==> config.mk <==
export PLATFORM = sky130hd
export DESIGN_NAME = rxq_mgr
export DESIGN_NICKNAME = d
export VERILOG_FILES = /design/src/rtl/rxq_pkg.sv /design/src/rtl/rxq_ring_ptr.sv /design/src/rtl/rxq_credit.sv /design/src/rtl/rxq_mgr.sv
export SDC_FILE = /design/constraint.sdc
export NUM_CORES = 1
export LEC_CHECK = 0
export ABC_AREA = 1
export ABC_CLOCK_PERIOD_IN_PS = 7890
export BUFFER_PORTS_ARGS = -buffer_cell sky130_fd_sc_hd__buf_4
export CAP_MARGIN = 15
export CORE_MARGIN = 2
export CORE_UTILIZATION = 55
export CTS_CLUSTER_SIZE = 40
export DETAILED_ROUTE_END_ITERATION = 10
export PLACE_DENSITY = 0.9
export SYNTH_ARGS = -nofsm -noshare
export SYNTH_HDL_FRONTEND = slang
export SYNTH_SLANG_ARGS = --single-unit
==> constraint.sdc <==
create_clock -name clk_i -period 7.89 [get_ports clk_i]
set_clock_uncertainty 0.1 [all_clocks]
set_input_delay 0.3945 -clock clk_i [delete_from_list [all_inputs] [get_ports clk_i]]
set_output_delay 0.3945 -clock clk_i [all_outputs]
set_load 0.02 [all_outputs]
==> src/rtl/rxq_pkg.sv <==
package rxq_pkg;
  typedef enum logic [1:0] {ST_IDLE, ST_RDD, ST_WS0, ST_WS1} rxq_state_e;
  localparam int ENTRY_BYTES  = 8;
  localparam int STS_PROC_BIT = 31;
  localparam int STS_OK_BIT   = 30;
  localparam int STS_EOF_BIT  = 29;
  localparam int STS_EOB_BIT  = 28;
  localparam int IDX_LSB      = 16;
endpackage

==> src/rtl/rxq_ring_ptr.sv <==
module rxq_ring_ptr #(
  parameter int AW = 32
) (
  input  logic          clk_i,
  input  logic          rst_ni,
  input  logic [AW-1:0] base_i,
  input  logic [AW-1:0] len_i,
  input  logic          adv_i,
  output logic [AW-1:0] cur_o
);
  import rxq_pkg::*;
  logic [AW-1:0] off_q, off_nxt;

  always_comb begin
    off_nxt = off_q + AW'(ENTRY_BYTES);
    if (off_nxt >= len_i) off_nxt = '0;
  end

  always_ff @(posedge clk_i or negedge rst_ni) begin
    if (!rst_ni)    off_q <= '0;
    else if (adv_i) off_q <= off_nxt;
  end

  assign cur_o = base_i + off_q;
endmodule

==> src/rtl/rxq_credit.sv <==
module rxq_credit #(
  parameter int CW = 8
) (
  input  logic          clk_i,
  input  logic          rst_ni,
  input  logic          add_i,
  input  logic [CW-1:0] cnt_i,
  input  logic          take_i,
  output logic          avail_o
);
  logic [CW-1:0] cred_q;

  always_ff @(posedge clk_i or negedge rst_ni) begin
    if (!rst_ni) cred_q <= '0;
    else         cred_q <= cred_q + (add_i ? cnt_i : '0) - CW'(take_i);
  end

  assign avail_o = (cred_q != '0);
endmodule

==> src/rtl/rxq_mgr.sv <==
module rxq_mgr #(
  parameter int AW = 32,
  parameter int CW = 8,
  parameter int LW = 16,
  parameter int IW = 15
) (
  input  logic          clk_i,
  input  logic          rst_ni,
  input  logic          rx_en_i,
  output logic          rx_active_o,
  input  logic [AW-1:0] desc_base_i,
  input  logic [AW-1:0] desc_len_i,
  input  logic [AW-1:0] sts_base_i,
  input  logic [AW-1:0] sts_len_i,
  input  logic          desc_enq_we_i,
  input  logic [CW-1:0] desc_enq_cnt_i,
  input  logic          sts_enq_we_i,
  input  logic [CW-1:0] sts_enq_cnt_i,
  input  logic          frame_done_i,
  input  logic [LW-1:0] frame_len_i,
  input  logic          frame_err_i,
  output logic [AW-1:0] mem_addr_o,
  output logic          mem_we_o,
  output logic [31:0]   mem_wdata_o,
  input  logic [31:0]   mem_rdata_i,
  output logic [AW-1:0] desc_cur_o,
  output logic [AW-1:0] sts_cur_o,
  output logic          irq_rx_o,
  input  logic          irq_rd_i,
  output logic [31:0]   miss_cnt_o
);
  import rxq_pkg::*;

  rxq_state_e    state_q;
  logic [LW-1:0] len_q;
  logic          err_q;
  logic [IW-1:0] idx_q;
  logic          desc_ok, sts_ok, accept, miss, done;
  logic          act_q, irq_q;
  logic [31:0]   miss_q;

  assign accept = frame_done_i && rx_en_i && state_q == ST_IDLE && desc_ok && sts_ok;
  assign miss   = frame_done_i && rx_en_i && !accept;
  assign done   = (state_q == ST_WS1);

  rxq_ring_ptr #(.AW(AW)) u_desc_ptr (
    .clk_i, .rst_ni, .base_i(desc_base_i), .len_i(desc_len_i), .adv_i(done), .cur_o(desc_cur_o));
  rxq_ring_ptr #(.AW(AW)) u_sts_ptr (
    .clk_i, .rst_ni, .base_i(sts_base_i), .len_i(sts_len_i), .adv_i(done), .cur_o(sts_cur_o));
  rxq_credit #(.CW(CW)) u_desc_cred (
    .clk_i, .rst_ni, .add_i(desc_enq_we_i), .cnt_i(desc_enq_cnt_i), .take_i(done), .avail_o(desc_ok));
  rxq_credit #(.CW(CW)) u_sts_cred (
    .clk_i, .rst_ni, .add_i(sts_enq_we_i), .cnt_i(sts_enq_cnt_i), .take_i(done), .avail_o(sts_ok));

  always_ff @(posedge clk_i or negedge rst_ni) begin
    if (!rst_ni) begin
      state_q <= ST_IDLE;
      len_q   <= '0;
      err_q   <= 1'b0;
      idx_q   <= '0;
    end else begin
      unique case (state_q)
        ST_IDLE: if (accept) begin
          state_q <= ST_RDD;
          len_q   <= frame_len_i;
          err_q   <= frame_err_i;
        end
        ST_RDD: begin
          idx_q   <= mem_rdata_i[IDX_LSB +: IW];
          state_q <= ST_WS0;
        end
        ST_WS0:  state_q <= ST_WS1;
        default: state_q <= ST_IDLE;
      endcase
    end
  end

  always_comb begin
    mem_we_o    = 1'b0;
    mem_wdata_o = '0;
    mem_addr_o  = desc_cur_o + AW'(4);
    if (state_q == ST_WS0) begin
      mem_we_o    = 1'b1;
      mem_addr_o  = sts_cur_o;
      mem_wdata_o[STS_PROC_BIT] = 1'b1;
      mem_wdata_o[STS_OK_BIT]   = !err_q;
      mem_wdata_o[STS_EOF_BIT]  = 1'b1;
      mem_wdata_o[STS_EOB_BIT]  = 1'b1;
    end else if (state_q == ST_WS1) begin
      mem_we_o    = 1'b1;
      mem_addr_o  = sts_cur_o + AW'(4);
      mem_wdata_o = (32'(idx_q) << IDX_LSB) | 32'(len_q);
    end
  end

  always_ff @(posedge clk_i or negedge rst_ni) begin
    if (!rst_ni) begin
      act_q  <= 1'b0;
      irq_q  <= 1'b0;
      miss_q <= '0;
    end else begin
      act_q <= rx_en_i;
      if (done)          irq_q <= 1'b1;
      else if (irq_rd_i) irq_q <= 1'b0;
      if (miss) miss_q <= miss_q + 32'd1;
    end
  end

  assign rx_active_o = act_q;
  assign irq_rx_o    = irq_q;
  assign miss_cnt_o  = miss_q;
endmodule

==> results of run 1 <==
==> layer usage <==
| layer | part of all wire [%] | vias up | wire length (microns) | track usage, % |
|---|---|---|---|---|
| li1 | - | 8917 | - | - |
| met1 | 40 | 8279 | 21810 | 42.31 |
| met2 | 47 | 850 | 25920 | 60.71 |
| met3 | 8.8 | 119 | 4785 | 7.267 |
| met4 | 3.8 | 0 | 2097 | 13.23 |
| met5 | 0 | - | 0 | 0 |
==> synth_stat cells (all sizes together), types with 2 or more instances <==
master  number
buf         18
clkinv       2
nor3b        2
and2        19
xnor2       27
o31ai        2
clkbuf      31
nor4b        2
o22ai       30
nand3      211
a21o         5
nand2      929
nand3b       4
fa           2
a21oi       87
o21a         3
nor4        14
dfrtp      142
a31oi        4
o21bai       7
ha         151
nor2       205
inv        478
nor3        38
nand4       47
or2          5
o21ai       90
a211oi       2
xor2        64
==> state kept, by name, indices dropped and copies added, names as in the netlist <==
| register | cells |
|---|---|
| err_q | 1 |
| idx_q | 15 |
| irq_rx_o | 1 |
| len_q | 16 |
| miss_cnt_o | 32 |
| rx_active_o | 1 |
| state_q | 2 |
| u_desc_cred.cred_q | 8 |
| u_desc_ptr.off_q | 29 |
| u_sts_cred.cred_q | 8 |
| u_sts_ptr.off_q | 29 |
==> layout make-up <==
cell class	instances	area share [%]
Clock buffer	17	2.162
Sequential cell	142	18.06
Clock inverter	15	1.036
Multi-Input combinational cell	1956	53.64
Tap cell	384	2.441
Inverter	480	9.155
Timing Repair Buffer	353	13.51
==> worst max-delay path by stage <==
stage,endpoint,depth (start not counted)
6_report,mem_addr_o[20],19
5_1_grt,mem_addr_o[22],18
4_1_cts,mem_addr_o[20],19
3_5_place_dp,u_sts_ptr.off_q[14]$_DFFE_PN0P_,17
3_3_place_gp,u_sts_ptr.off_q[3]$_DFFE_PN0P_,17
2_1_floorplan,u_sts_ptr.off_q[10]$_DFFE_PN0P_,20
==> logic make-up after synthesis <==
group / Yosys count
AO/OA/AOI/OAI: 234
XOR/XNOR: 91
adder cells (fa/ha/maj): 153
buffers and inverters: 529
flip-flops: 142
other: 1
AND/OR/NAND/NOR: 1477
==> power by group through the flow <==
stage                     clock network, mW  logic, mW  registers (mW)
after floorplan                           0       1.90            1.03
after global placement                    0       2.85            1.04
after detailed placement                  0       2.95            1.04
after CTS                             0.862       2.97            1.04
after global routing                  0.889       3.26            1.06
final                                 0.858       3.00            1.04
==> metrics by stage <==
step | util (%) | worst slack [ns] | cells | power [mW]
final | 68.38 | 3.010 | 3347 | 4.901
after global routing | 68.38 | 2.767 | 3347 | 5.210
after CTS | 68.38 | 3.100 | 3347 | 4.869
after detailed placement | 66.12 | 3.508 | 3313 | 3.998
after global placement | 66.12 | 3.642 | 3313 | 3.889
after floorplan | - | 4.466 | 2627 | 2.933
==> summary.txt, run 1 <==
Placed design
  • Final HPWL DP: around 44000 microns
  • Port Buffers: 345
  • Placed instance area: 19030 sq um
  • Global placement routability congestion: around 0.98

Worst setup path
  • CP Capture Type: output port
  • Most frequent CP cell: nand2_1
  • Reg-to-Reg End: u_sts_ptr.off_q[3]$_DFFE_PN0P_
  • R2R setup slack: around 3.3 ns
  • Crit path launch type: flop
  • Crit-path max cell delay: 0.67 ns
  • Reg-to-reg startpoint: u_sts_ptr.off_q[3]$_DFFE_PN0P_
  • CP Class: reg2out
  • Worst-path maximum fanout: 66
  • R2r worst-path depth: 17
  • Origin of the worst setup path: state_q[0]$_DFFE_PN0P_
  • Critical-path cell list: ha_4, buf_4, nand2_1, o21a_1, inv_1, ha_1, nand3_2, nor2_4, nand3_4, nor2_8, nand2_4, nor2_4, nand2_4, nor2_8, nand2_2, xor2_1, nand2_1, nand2_1, buf_4
  • Req. time, crit path: 7.40 ns
  • Cell family with most CP delay: simple AND/OR/NAND/NOR gates
  • Crit path DAT: around 4.4 ns
  • CP bufs+invs: 3
  • Slowest cell on the critical path: buf_4

Global route
  • Congestion Overflow GR: 0
  • Initial antenna violation count: 0
  • Largest net degree at the start of global routing: slightly above 90
  • Global Route Usage Sum: 34.91%
  • Vias in the first global route: 17132
  • Global-route wire length before repair: 85430 microns

Clock network
  • CTS clk-pin slew, worst paths: about 0.080 ns
  • Post_cts resized: 0
  • Clk Latency, worst-skew pair: ~0.45 ns
  • Max clock buf depth: 2
  • Root Buffer: clkbuf_16
  • H-Tree Depth: 4
  • Num CTS Buffers: 17
  • CTS tree: yes
  • Hold buffer count at CTS: 2
  • Clock sinks: 142
  • Setup repair bufs after CTS: 0

Final layout
  • Share of cells above drive strength 1: 17.01%
  • Antenna cell count: 0
  • Storage cell area: 3553 sq um
  • Final Cell Area: 19680 sq um
  • Most frequent cells in the layout: nand2_1, inv_1, buf_4
  • Area occupied by multi-input gates: between 10000 and 15000 sq um
  • Most common cell after layout, fill and taps aside: nand2_1
  • Nets: ~3300
  • Layout fillers: 2521
  • Syn-to-layout area delta: 22.17%

Die
  • CORE AREA: ~29000 sq um
  • Num ports: between 300 and 400
  • Total die area: 30670 sq um
  • Starting Density: 55.97%
  • Horiz. Die Dim: 175.1 microns
  • Die height: about 180 microns
  • Cell Rows: 62

Job
  • Total of max-cap violations: 0

Route
  • Starting DRT DRC Count: 1560
  • First-pass DRT Iterations: 6
  • DRT antenna net count: 0
  • Vias: around 18000
  • Wire length per cell: 16.32 microns
  • Routed WL: around 55000 microns
  • Routed vias/inst: 5.427
  • DR DRC count: 0

Yosys
  • Largest family of logic cells by synthesized area: simple AND/OR/NAND/NOR gates
  • Cell area after synthesis: 16110 sq um
  • Ys Warns: 0
  • Synth area leaders: dfrtp_1, nand2_1, ha_1
  • Synth Area in Compound Gates: 7.953%
  • Ys async rst share: 100.0%
  • Cells after Synth: 2627
  • Syn_nets: slightly below 3000
  • Post-Synth Adder-Cell Area: 11.98%
  • Synth top area share: 22.06%
  • Simple-Gate Fraction of Synth Area: ~40%
  • Yosys top cell by area: dfrtp_1
  • Syn Area/Cell: 6.132 sq um
  • Multiplexer area fraction after synthesis: 0%
  • Synth Register Bits: 142
  • Post-synth cell types: 51
  • Seq/Total Area, Yosys: between 20% and 30%
  • Top_reg_cell synth: dfrtp_1
  • XOR/XNOR Fraction of Synth Area: 4.994%
  • EDFF count, synth: 0

Power and ir drop
  • Internal power: 2.387 mW
  • P_sw: around 2.5 mW
  • Pwr/cell area: approximately 250 nW/um^2
  • Combinational share of power: about three fifths
  • Clock share of power: between 10% and 20%
  • Leak Pwr: ~11 nW
  • Worst vdd ir: 346.9 uV
  • Seq pwr share: 21.2%
  • Switching Share: 51.30%

STA
  • Max-slew violations: 0
  • Worst slew pin tran: 0.9956 ns
  • Crit path time final: ~4.9 ns
  • Fin Setup TNS: 0 ns
  • Final Hold Violating Endpoints: 0
  • WHS: ~0.038 ns
  • Unrepaired setup endpoints after global routing: no
  • Max transition margin: 33.63%
  • Final period utilization: 61.85%
  • Final Setup Violations: 0
  • Fmax achieved: ~0.20 GHz

Hold path
  • HP Class: in2reg
  • Worst hold path endpoint: irq_rx_o$_DFFE_PN0P_
  • Hold path cells: 2
  • Hold_sp: irq_rd_i

Run status
  • Status: finished clean
Power figures use the tool's default switching activity.
==> run 2, diff against run 1 <==
--- a/config.mk
+++ b/config.mk
@@ -5,15 +5,15 @@
 export SDC_FILE = /design/constraint.sdc
 export NUM_CORES = 1
 export LEC_CHECK = 0
-export ABC_AREA = 1
-export ABC_CLOCK_PERIOD_IN_PS = 7890
+export ABC_AREA = 0
+export ABC_CLOCK_PERIOD_IN_PS = 5000
 export BUFFER_PORTS_ARGS = -buffer_cell sky130_fd_sc_hd__buf_4
 export CAP_MARGIN = 15
 export CORE_MARGIN = 2
 export CORE_UTILIZATION = 55
 export CTS_CLUSTER_SIZE = 40
 export DETAILED_ROUTE_END_ITERATION = 10
-export PLACE_DENSITY = 0.9
+export PLACE_DENSITY = 0.91
 export SYNTH_ARGS = -nofsm -noshare
 export SYNTH_HDL_FRONTEND = slang
 export SYNTH_SLANG_ARGS = --single-unit
==> constraint.sdc (replaced) <==
create_clock -name clk_i -period 5 [get_ports clk_i]
set_clock_uncertainty 0.1 [all_clocks]
set_input_delay 0.25 -clock clk_i [delete_from_list [all_inputs] [get_ports clk_i]]
set_output_delay 0.25 -clock clk_i [all_outputs]
set_load 0.02 [all_outputs]
==> run 2 against run 1 <==
  * First-iteration DRC count decreased by 37%
  * Sequential share of layout area increased by 1.4 points
  * Die area decreased by 11%
  * Combinational power increased by 58%
  * Critical path type unchanged
  * Worst setup slack got worse by 2.9 ns
  * Total power increased by 57%
  * Sequential power increased by 61%
  * Critical path depth decreased by 6
==> summary.txt, run 2 <==
Hold path
  • HP Class: in2reg (unchanged)

Die
  • Horiz. Die Dim: 165.0 microns (was 175.1 microns)
  • Die height: 165.0 microns (was 175.1 microns)
  • Num ports: 363 (unchanged)
  • Cell Rows: 58 (was 62)
  • Total die area: 27220 sq um (was 30670 sq um)
  • CORE AREA: 25330 sq um (was 28780 sq um)
  • Starting Density: 56.29% (was 55.97%)

Yosys
  • Cell area after synthesis: 14260 sq um (was 16110 sq um)
  • Top_reg_cell synth: dfrtp_1 (unchanged)
  • Seq/Total Area, Yosys: 24.93% (was 22.06%)
  • Syn Area/Cell: 8.317 sq um (was 6.132 sq um)
  • Ys async rst share: 100.0% (unchanged)
  • Synth Register Bits: 142 (unchanged)
  • Synth top area share: 24.93% (was 22.06%)
  • Post-synth cell types: 106 (was 51)
  • Syn_nets: 2067 (was 2980)
  • Synth area leaders: dfrtp_1, ha_1, xnor2_1 (was dfrtp_1, nand2_1, ha_1)
  • EDFF count, synth: 0 (unchanged)
  • Yosys top cell by area: dfrtp_1 (unchanged)
  • Cells after Synth: 1714 (was 2627)
  • Most frequent cells after synthesis: inv_1, nand2_1, ha_1 (was nand2_1, inv_1, nand3_1)
  • Ys Warns: 0 (unchanged)
  • Most numerous cell in the Yosys netlist: inv_1 (was nand2_1)

Power and ir drop
  • P_sw: 3.663 mW (was 2.514 mW)
  • Clock share of power: 16.8% (was 17.5%)
  • Pwr/cell area: 421.8 nW/um^2 (was 249.0 nW/um^2)
  • Internal power: 4.024 mW (was 2.387 mW)
  • Seq pwr share: 21.7% (was 21.2%)
  • Combinational share of power: 61.5% (was 61.3%)
  • Leak Pwr: 9.299 nW (was 11.46 nW)
  • Worst vdd ir: 354.6 uV (was 346.9 uV)
  • Switching Share: 47.65% (was 51.30%)
  • Final Total Pwr: 7.687 mW (was 4.901 mW)

Route
  • Routed WL: 46480 microns (was 54610 microns)
  • Routed vias/inst: 5.977 (was 5.427)
  • First-pass DRT Iterations: 5 (was 6)
  • DRT antenna net count: 0 (unchanged)
  • DR DRC count: 0 (unchanged)
  • Vias: 14417 (was 18165)
  • Starting DRT DRC Count: 986 (was 1560)
  • Wire length per cell: 19.27 microns (was 16.32 microns)

Final layout
  • Nets: 2423 (was 3303)
  • Most common cell after layout, fill and taps aside: buf_4 (was nand2_1)
  • Antenna cell count: 0 (unchanged)
  • Share of cells above drive strength 1: 24.98% (was 17.01%)
  • Number of flip-flops in the largest register: 32 (unchanged)
  • Final cell count without fillers: 2412 (was 3347)
  • Most frequent cells in the layout: buf_4, inv_1, nand2_1 (was nand2_1, inv_1, buf_4)
  • Syn-to-layout area delta: 27.83% (was 22.17%)

STA
  • Final Hold Violating Endpoints: 0 (unchanged)
  • Worst slew pin tran: 1.098 ns (was 0.9956 ns)
  • WHS: 0.05829 ns (was 0.03766 ns)
  • Max transition margin: 26.81% (was 33.63%)
  • Crit path time final: 4.868 ns
  • Final Setup Violations: 0 (unchanged)
  • Final setup margin: 0.1317 ns (was 3.010 ns)
  • Fmax achieved: 0.2054 GHz
  • Max-slew violations: 0 (unchanged)
  • Final period utilization: 97.37%

Clock network
  • Clk Latency, worst-skew pair: 0.44 ns (was 0.45 ns)
  • CTS clk-pin slew, worst paths: 0.08 ns (about the same)
  • CTS tree: yes (unchanged)
  • Clock sinks: 142 (unchanged)
  • Root Buffer: clkbuf_16 (unchanged)
  • H-Tree Depth: 4 (unchanged)
  • Max clock buf depth: 2 (unchanged)
  • Num CTS Buffers: 17 (unchanged)

Run status
  • Status: finished clean (unchanged)

Global route
  • Global Route Usage Sum: 33.84% (was 34.91%)
  • Initial antenna violation count: 0 (unchanged)
  • Vias in the first global route: 14528 (was 17132)
  • Congestion Overflow GR: 0 (unchanged)
  • Largest net degree at the start of global routing: 79 (was 92)
  • Global-route wire length before repair: 72670 microns (was 85430 microns)

Worst setup path
  • CP Capture Type: output port (unchanged)
  • Origin of the worst setup path: u_sts_ptr.off_q[8]$_DFFE_PN0P_ (was state_q[0]$_DFFE_PN0P_)
  • Crit path launch type: flop (unchanged)
  • Reg-to-Reg End: u_sts_ptr.off_q[15]$_DFFE_PN0P_ (was u_sts_ptr.off_q[3]$_DFFE_PN0P_)
  • R2R setup slack: 0.38 ns (was 3.28 ns)
  • CP Class: reg2out (unchanged)
  • CP endpoint: mem_addr_o[31] (was mem_addr_o[20])
  • Reg-to-reg startpoint: u_sts_ptr.off_q[3]$_DFFE_PN0P_ (unchanged)
  • Worst-path maximum fanout: 8 (was 66)
  • Crit path DAT: 4.52 ns (was 4.39 ns)
  • Req. time, crit path: 4.65 ns (was 7.40 ns)
  • R2r worst-path depth: 20 (was 17)

Placed design
  • Global placement routability congestion: 0.9206 (was 0.9814)
  • Port Buffers: 345 (unchanged)
  • Setup WS pre-CTS: 0.4748 ns (was 3.508 ns)
  • Final HPWL DP: 35100 microns (was 44340 microns)
  • Placed cell count: 2344 (was 3313)

Job
  • Total of max-cap violations: 0 (unchanged)
run 2: cell types whose count changed after synthesis, moves of 43 or more:
cell	delta
nand3_1	-144
nand2_2	-43
and3_1	+61
nor2_1	-80
xnor2_1	+90
nand2_1	-719
inv_1	-293
run 2: how the worst min path moves through the flow:
stage	depth (start not counted)	start	slack [ns]	endpoint
2_1_floorplan	0	rst_ni	-0.15	err_q$_DFFE_PN0P_
3_3_place_gp	1	rst_ni	0.23	u_sts_ptr.off_q[31]$_DFFE_PN0P_
3_5_place_dp	1	rst_ni	0.23	u_sts_ptr.off_q[31]$_DFFE_PN0P_
4_1_cts	3	sts_enq_cnt_i[0]	0.06	u_sts_cred.cred_q[0]$_DFF_PN0_
5_1_grt	3	sts_enq_cnt_i[0]	0.08	u_sts_cred.cred_q[0]$_DFF_PN0_
6_report	3	sts_enq_cnt_i[0]	0.06	u_sts_cred.cred_q[0]$_DFF_PN0_
run 2: timing repair:
item,in CTS,in global routing
gates resized for setup,0,23
hold buffers,35,0
endpoints found under the hold margin,111,0
setup buffers,0,2
setup endpoints to repair,0,10
run 2: worst max-delay path: stages (launching register included):
cell and delay [ns]:
dfrtp_1 0.45, ha_1 0.49, nand4_1 0.20, o22ai_1 0.22, a21o_1 0.19, o21ba_2 0.19
o21ai_0 0.11, xnor2_1 0.58, a41oi_1 0.30, and2b_4 0.37, o2111ai_2 0.15, mux2_4 0.35
a221oi_2 0.30, buf_4 0.19
run 2: layer usage:
metal | global-route usage [%] | up-vias | part of all wire (%)
met2 | 59.02 | 650 | 49
met4 | 17.94 | 0 | 5.0
met1 | 38.58 | 6869 | 37
li1 | - | 6759 | -
met3 | 7.509 | 139 | 8.4
met5 | 0 | - | 0
run 2: cell families after synthesis:
family                     share of synthesized area [%]
xor gates and xnor gates                           11.03
adders and majority gates                          13.53
muxes                                              4.625
DFF                                                24.93
and+or+nand+nor                                    19.46
other                                            0.02630
AOI/OAI and AO/OA                                  19.65
buffers and inverters                              6.749
run 2: through the flow:
step           setup TNS (ns)  util (%)  cell area (sq um)
2_1_floorplan               0         -              14260
3_3_place_gp                0     67.74              17160
3_5_place_dp                0     67.74              17160
4_1_cts                     0     71.39              18080
5_1_grt             -0.006321     71.95              18220
6_report                    0     71.95              18220
run 2: area by class of cell:
class	instances	area, sq um
fillers	1822	7103
clock buffers	17	425.4
flip-flops and latches	142	3553
inverters	174	653.1
multi-input cells	1329	9892
well taps	330	412.9
clock inverters	14	147.6
repair buffers	406	3139
run 2: power by group through the flow:
stage	clock, mW	combinational [mW]	sequential (mW)
final	1.29	4.73	1.67
after global routing	1.34	5.09	1.69
after CTS	1.30	4.60	1.65
after detailed placement	0	4.54	1.66
after global placement	0	4.37	1.64
after floorplan	0	2.90	1.62
==> run 3, diff against run 2 <==
--- a/config.mk
+++ b/config.mk
@@ -7,13 +7,14 @@
 export LEC_CHECK = 0
 export ABC_AREA = 0
 export ABC_CLOCK_PERIOD_IN_PS = 5000
-export BUFFER_PORTS_ARGS = -buffer_cell sky130_fd_sc_hd__buf_4
 export CAP_MARGIN = 15
+export CORE_ASPECT_RATIO = 1.75
 export CORE_MARGIN = 2
 export CORE_UTILIZATION = 55
 export CTS_CLUSTER_SIZE = 40
 export DETAILED_ROUTE_END_ITERATION = 10
-export PLACE_DENSITY = 0.91
+export DONT_BUFFER_PORTS = 1
+export PLACE_DENSITY = 0.79
 export SYNTH_ARGS = -nofsm -noshare
 export SYNTH_HDL_FRONTEND = slang
 export SYNTH_SLANG_ARGS = --single-unit
==> run 3 against run 2 <==
  * Routed wire length decreased by 7.9%
  * Final area decreased by 12%
  * Total power decreased by 7.1%
  * Register-to-register slack improved by 0.04 ns
  * Largest power group unchanged
==> summary.txt, run 3 (same netlist as run 2, synthesis figures left out) <==
Run status
  • Status: finished clean (unchanged)

Worst setup path
  • Critical-path cell list: ha_2, and3_1, a221oi_4, o21a_1, o21a_1, xnor2_2, nor4bb_1, a41oi_1, and2b_4, o2111ai_2, mux2_4, a221oi_2, buf_4 (was ha_1, nand4_1, o22ai_1, a21o_1, o21ba_2, o21ai_0, xnor2_1, a41oi_1, and2b_4, o2111ai_2, mux2_4, a221oi_2, buf_4)
  • Slowest cell on the critical path: xnor2_2 (was xnor2_1)
  • Crit-path max cell delay: 0.55 ns (was 0.58 ns)
  • CP Class: reg2out (unchanged)
  • R2r worst-path depth: 18 (was 20)
  • Most frequent CP cell: o21a_1
  • Crit path DAT: 4.57 ns (was 4.52 ns)
  • Req. time, crit path: 4.65 ns (about the same)
  • Reg-to-reg startpoint: u_desc_ptr.off_q[6]$_DFFE_PN0P_ (was u_sts_ptr.off_q[3]$_DFFE_PN0P_)
  • Origin of the worst setup path: u_desc_ptr.off_q[6]$_DFFE_PN0P_ (was u_sts_ptr.off_q[8]$_DFFE_PN0P_)
  • Worst-path maximum fanout: 5 (was 8)
  • Crit path launch type: flop (unchanged)
  • CP Capture Type: output port (unchanged)
  • CP endpoint: mem_addr_o[31] (unchanged)
  • Reg-to-Reg End: u_desc_ptr.off_q[31]$_DFFE_PN0P_ (was u_sts_ptr.off_q[15]$_DFFE_PN0P_)
  • R2R setup slack: 0.42 ns (was 0.38 ns)

Final layout
  • Layout fillers: 2124 (was 1822)
  • Final Core Density: 62.83% (was 71.95%)
  • Most frequent cells in the layout: inv_1, nand2_1, dfrtp_1 (was buf_4, inv_1, nand2_1)
  • Nets: 2115 (was 2423)
  • Most common cell after layout, fill and taps aside: inv_1 (was buf_4)
  • Final Cell Area: 16130 sq um (was 18220 sq um)
  • Number of flip-flops in the largest register: 32 (unchanged)
  • Final cell count without fillers: 2096 (was 2412)
  • Syn-to-layout area delta: 13.11% (was 27.83%)
  • Share of cells above drive strength 1: 12.39% (was 24.98%)

STA
  • Worst slew pin tran: 0.9419 ns (was 1.098 ns)
  • Unrepaired setup endpoints after global routing: yes
  • Final Setup Violations: 0 (unchanged)
  • Final Hold Violating Endpoints: 0 (unchanged)
  • Max transition margin: 36.67% (was 26.81%)
  • Final period utilization: 98.45% (was 97.37%)
  • Max-slew violations: 0 (unchanged)
  • Crit path time final: 4.923 ns (was 4.868 ns)
  • Fmax achieved: 0.2031 GHz (was 0.2054 GHz)

Route
  • First-pass DRT Iterations: 7 (was 5)
  • Starting DRT DRC Count: 870 (was 986)
  • Vias: 13049 (was 14417)
  • Wire length per cell: 20.43 microns (was 19.27 microns)
  • Routed WL: 42830 microns (was 46480 microns)
  • Routed vias/inst: 6.226 (was 5.977)
  • DR DRC count: 0 (unchanged)
  • DRT antenna net count: 0 (unchanged)

Placed design
  • Port Buffers: 0 (was 345)
  • Final HPWL DP: 32800 microns (was 35100 microns)
  • Placed instance area: 14780 sq um (was 17160 sq um)
  • Placed cell count: 2018 (was 2344)
  • Global placement routability congestion: 0.9321 (was 0.9206)

Clock network
  • CTS clk-pin slew, worst paths: 0.07 ns (was 0.08 ns)
  • CTS tree: yes (unchanged)
  • Clock sinks: 142 (unchanged)
  • Num CTS Buffers: 17 (unchanged)
  • Root Buffer: clkbuf_16 (unchanged)
  • Clk Latency, worst-skew pair: 0.46 ns (was 0.44 ns)
  • Max clock buf depth: 2 (unchanged)
  • H-Tree Depth: 4 (unchanged)

Global route
  • Global Route Usage Sum: 30.79% (was 33.84%)
  • Congestion Overflow GR: 0 (unchanged)
  • Largest net degree at the start of global routing: 143 (was 79)
  • Initial antenna violation count: 1 (was 0)
  • Global-route wire length before repair: 67340 microns (was 72670 microns)
  • Vias in the first global route: 13395 (was 14528)

Power and ir drop
  • Pwr/cell area: 442.8 nW/um^2 (was 421.8 nW/um^2)
  • Worst vdd ir: 428.0 uV (was 354.6 uV)
  • Leak Pwr: 7.824 nW (was 9.299 nW)

Die
  • Horiz. Die Dim: 125.7 microns (was 165.0 microns)
  • CORE AREA: 25670 sq um (was 25330 sq um)
  • Num ports: 363 (unchanged)
  • Starting Density: 55.54% (was 56.29%)
  • Die height: 217.0 microns (was 165.0 microns)
  • Total die area: 27270 sq um (was 27220 sq um)
  • Cell Rows: 78 (was 58)

Job
  • Total of max-cap violations: 0 (unchanged)

Hold path
  • HP Class: in2reg (unchanged)
## run 3: cell count changes in the layout (fill, tap and decap cells not counted), moves of 2 or more
| cell | before | now |
|---|---|---|
| inv_1 | 172 | 168 |
| xnor2_1 | 112 | 110 |
| ha_2 | 1 | 4 |
| bufinv_16 | 0 | 4 |
| dlygate4sd3_1 | 35 | 41 |
| inv_2 | 1 | 5 |
| ha_1 | 149 | 141 |
| inv_8 | 5 | 3 |
| a21oi_4 | 3 | 1 |
| buf_4 | 370 | 55 |
| ha_4 | 1 | 6 |
## run 3: final cells by class
| cell class | instances | area [sq um] | share of cell area [%] |
|---|---|---|---|
| Multi-Input combinational cell | 1329 | 9991 | 61.96 |
| Sequential cell | 142 | 3553 | 22.04 |
| Timing Repair Buffer | 98 | 870.8 | 5.400 |
| Inverter | 174 | 653.1 | 4.050 |
| Clock buffer | 17 | 425.4 | 2.638 |
| Tap cell | 320 | 400.4 | 2.483 |
| Clock inverter | 15 | 229.0 | 1.420 |
| Antenna cell | 1 | 2.502 | 0.01552 |
## run 3: power by group
group	internal [mW]	switching (mW)	total (mW)	leakage, nW
logic	1.47	2.53	4.00	5.66
clock network	0.855	0.595	1.45	0.313
registers	1.44	0.250	1.69	1.85
total	3.77	3.38	7.14	7.82
## run 3: worst min path at each step
stage          startpoint                               to  slack (ns)  cells after the start
2_1_floorplan      rst_ni                err_q$_DFFE_PN0P_       -0.15                      0
3_3_place_gp       rst_ni  u_desc_cred.cred_q[5]$_DFF_PN0_       -0.14                      0
3_5_place_dp       rst_ni  u_desc_cred.cred_q[5]$_DFF_PN0_       -0.14                      0
4_1_cts           rx_en_i        miss_cnt_o[0]$_DFFE_PN0P_        0.13                      3
5_1_grt           rx_en_i        miss_cnt_o[0]$_DFFE_PN0P_        0.15                      3
6_report          rx_en_i        miss_cnt_o[0]$_DFFE_PN0P_        0.15                      3
## run 3: repair_timing
item,4_1_cts,5_1_grt
buffers inserted,0,3
endpoints found under the hold margin,180,0
pin swaps,2,8
hold buffers,42,0
gates resized for setup,12,27
setup endpoints to repair,6,8
## run 3: layer usage
layer	GRT usage, %	up-vias	routed length, microns
met5	0	-	0
met4	16.19	0	2158
met3	8.727	124	3008
met2	55.86	493	22020
met1	31.85	6280	15640
li1	-	6152	-
## run 3: critical path, delay by kind of cell (launching register included)
family	cells	cell delay [ns]
fa+ha+maj	1	0.43
compound gates	6	1.17
buf+inv	1	0.18
xor+xnor	1	0.55
flops	1	0.45
mux	1	0.35
simple gates	3	0.97
## run 3: metrics by stage
step / setup TNS, ns / power [mW] / worst slack, ns / hold slack [ns]
global route: -0.04031 / 7.581 / -0.02024 / 0.1521
detailed placement: 0 / 5.516 / 0.3733 / -0.1418
finish: 0 / 7.141 / 0.07731 / 0.1525
floorplan: 0 / 4.520 / 0.01391 / -0.1456
CTS: 0 / 7.061 / 0.006039 / 0.1266
global placement: 0 / 5.372 / 0.4295 / -0.1418
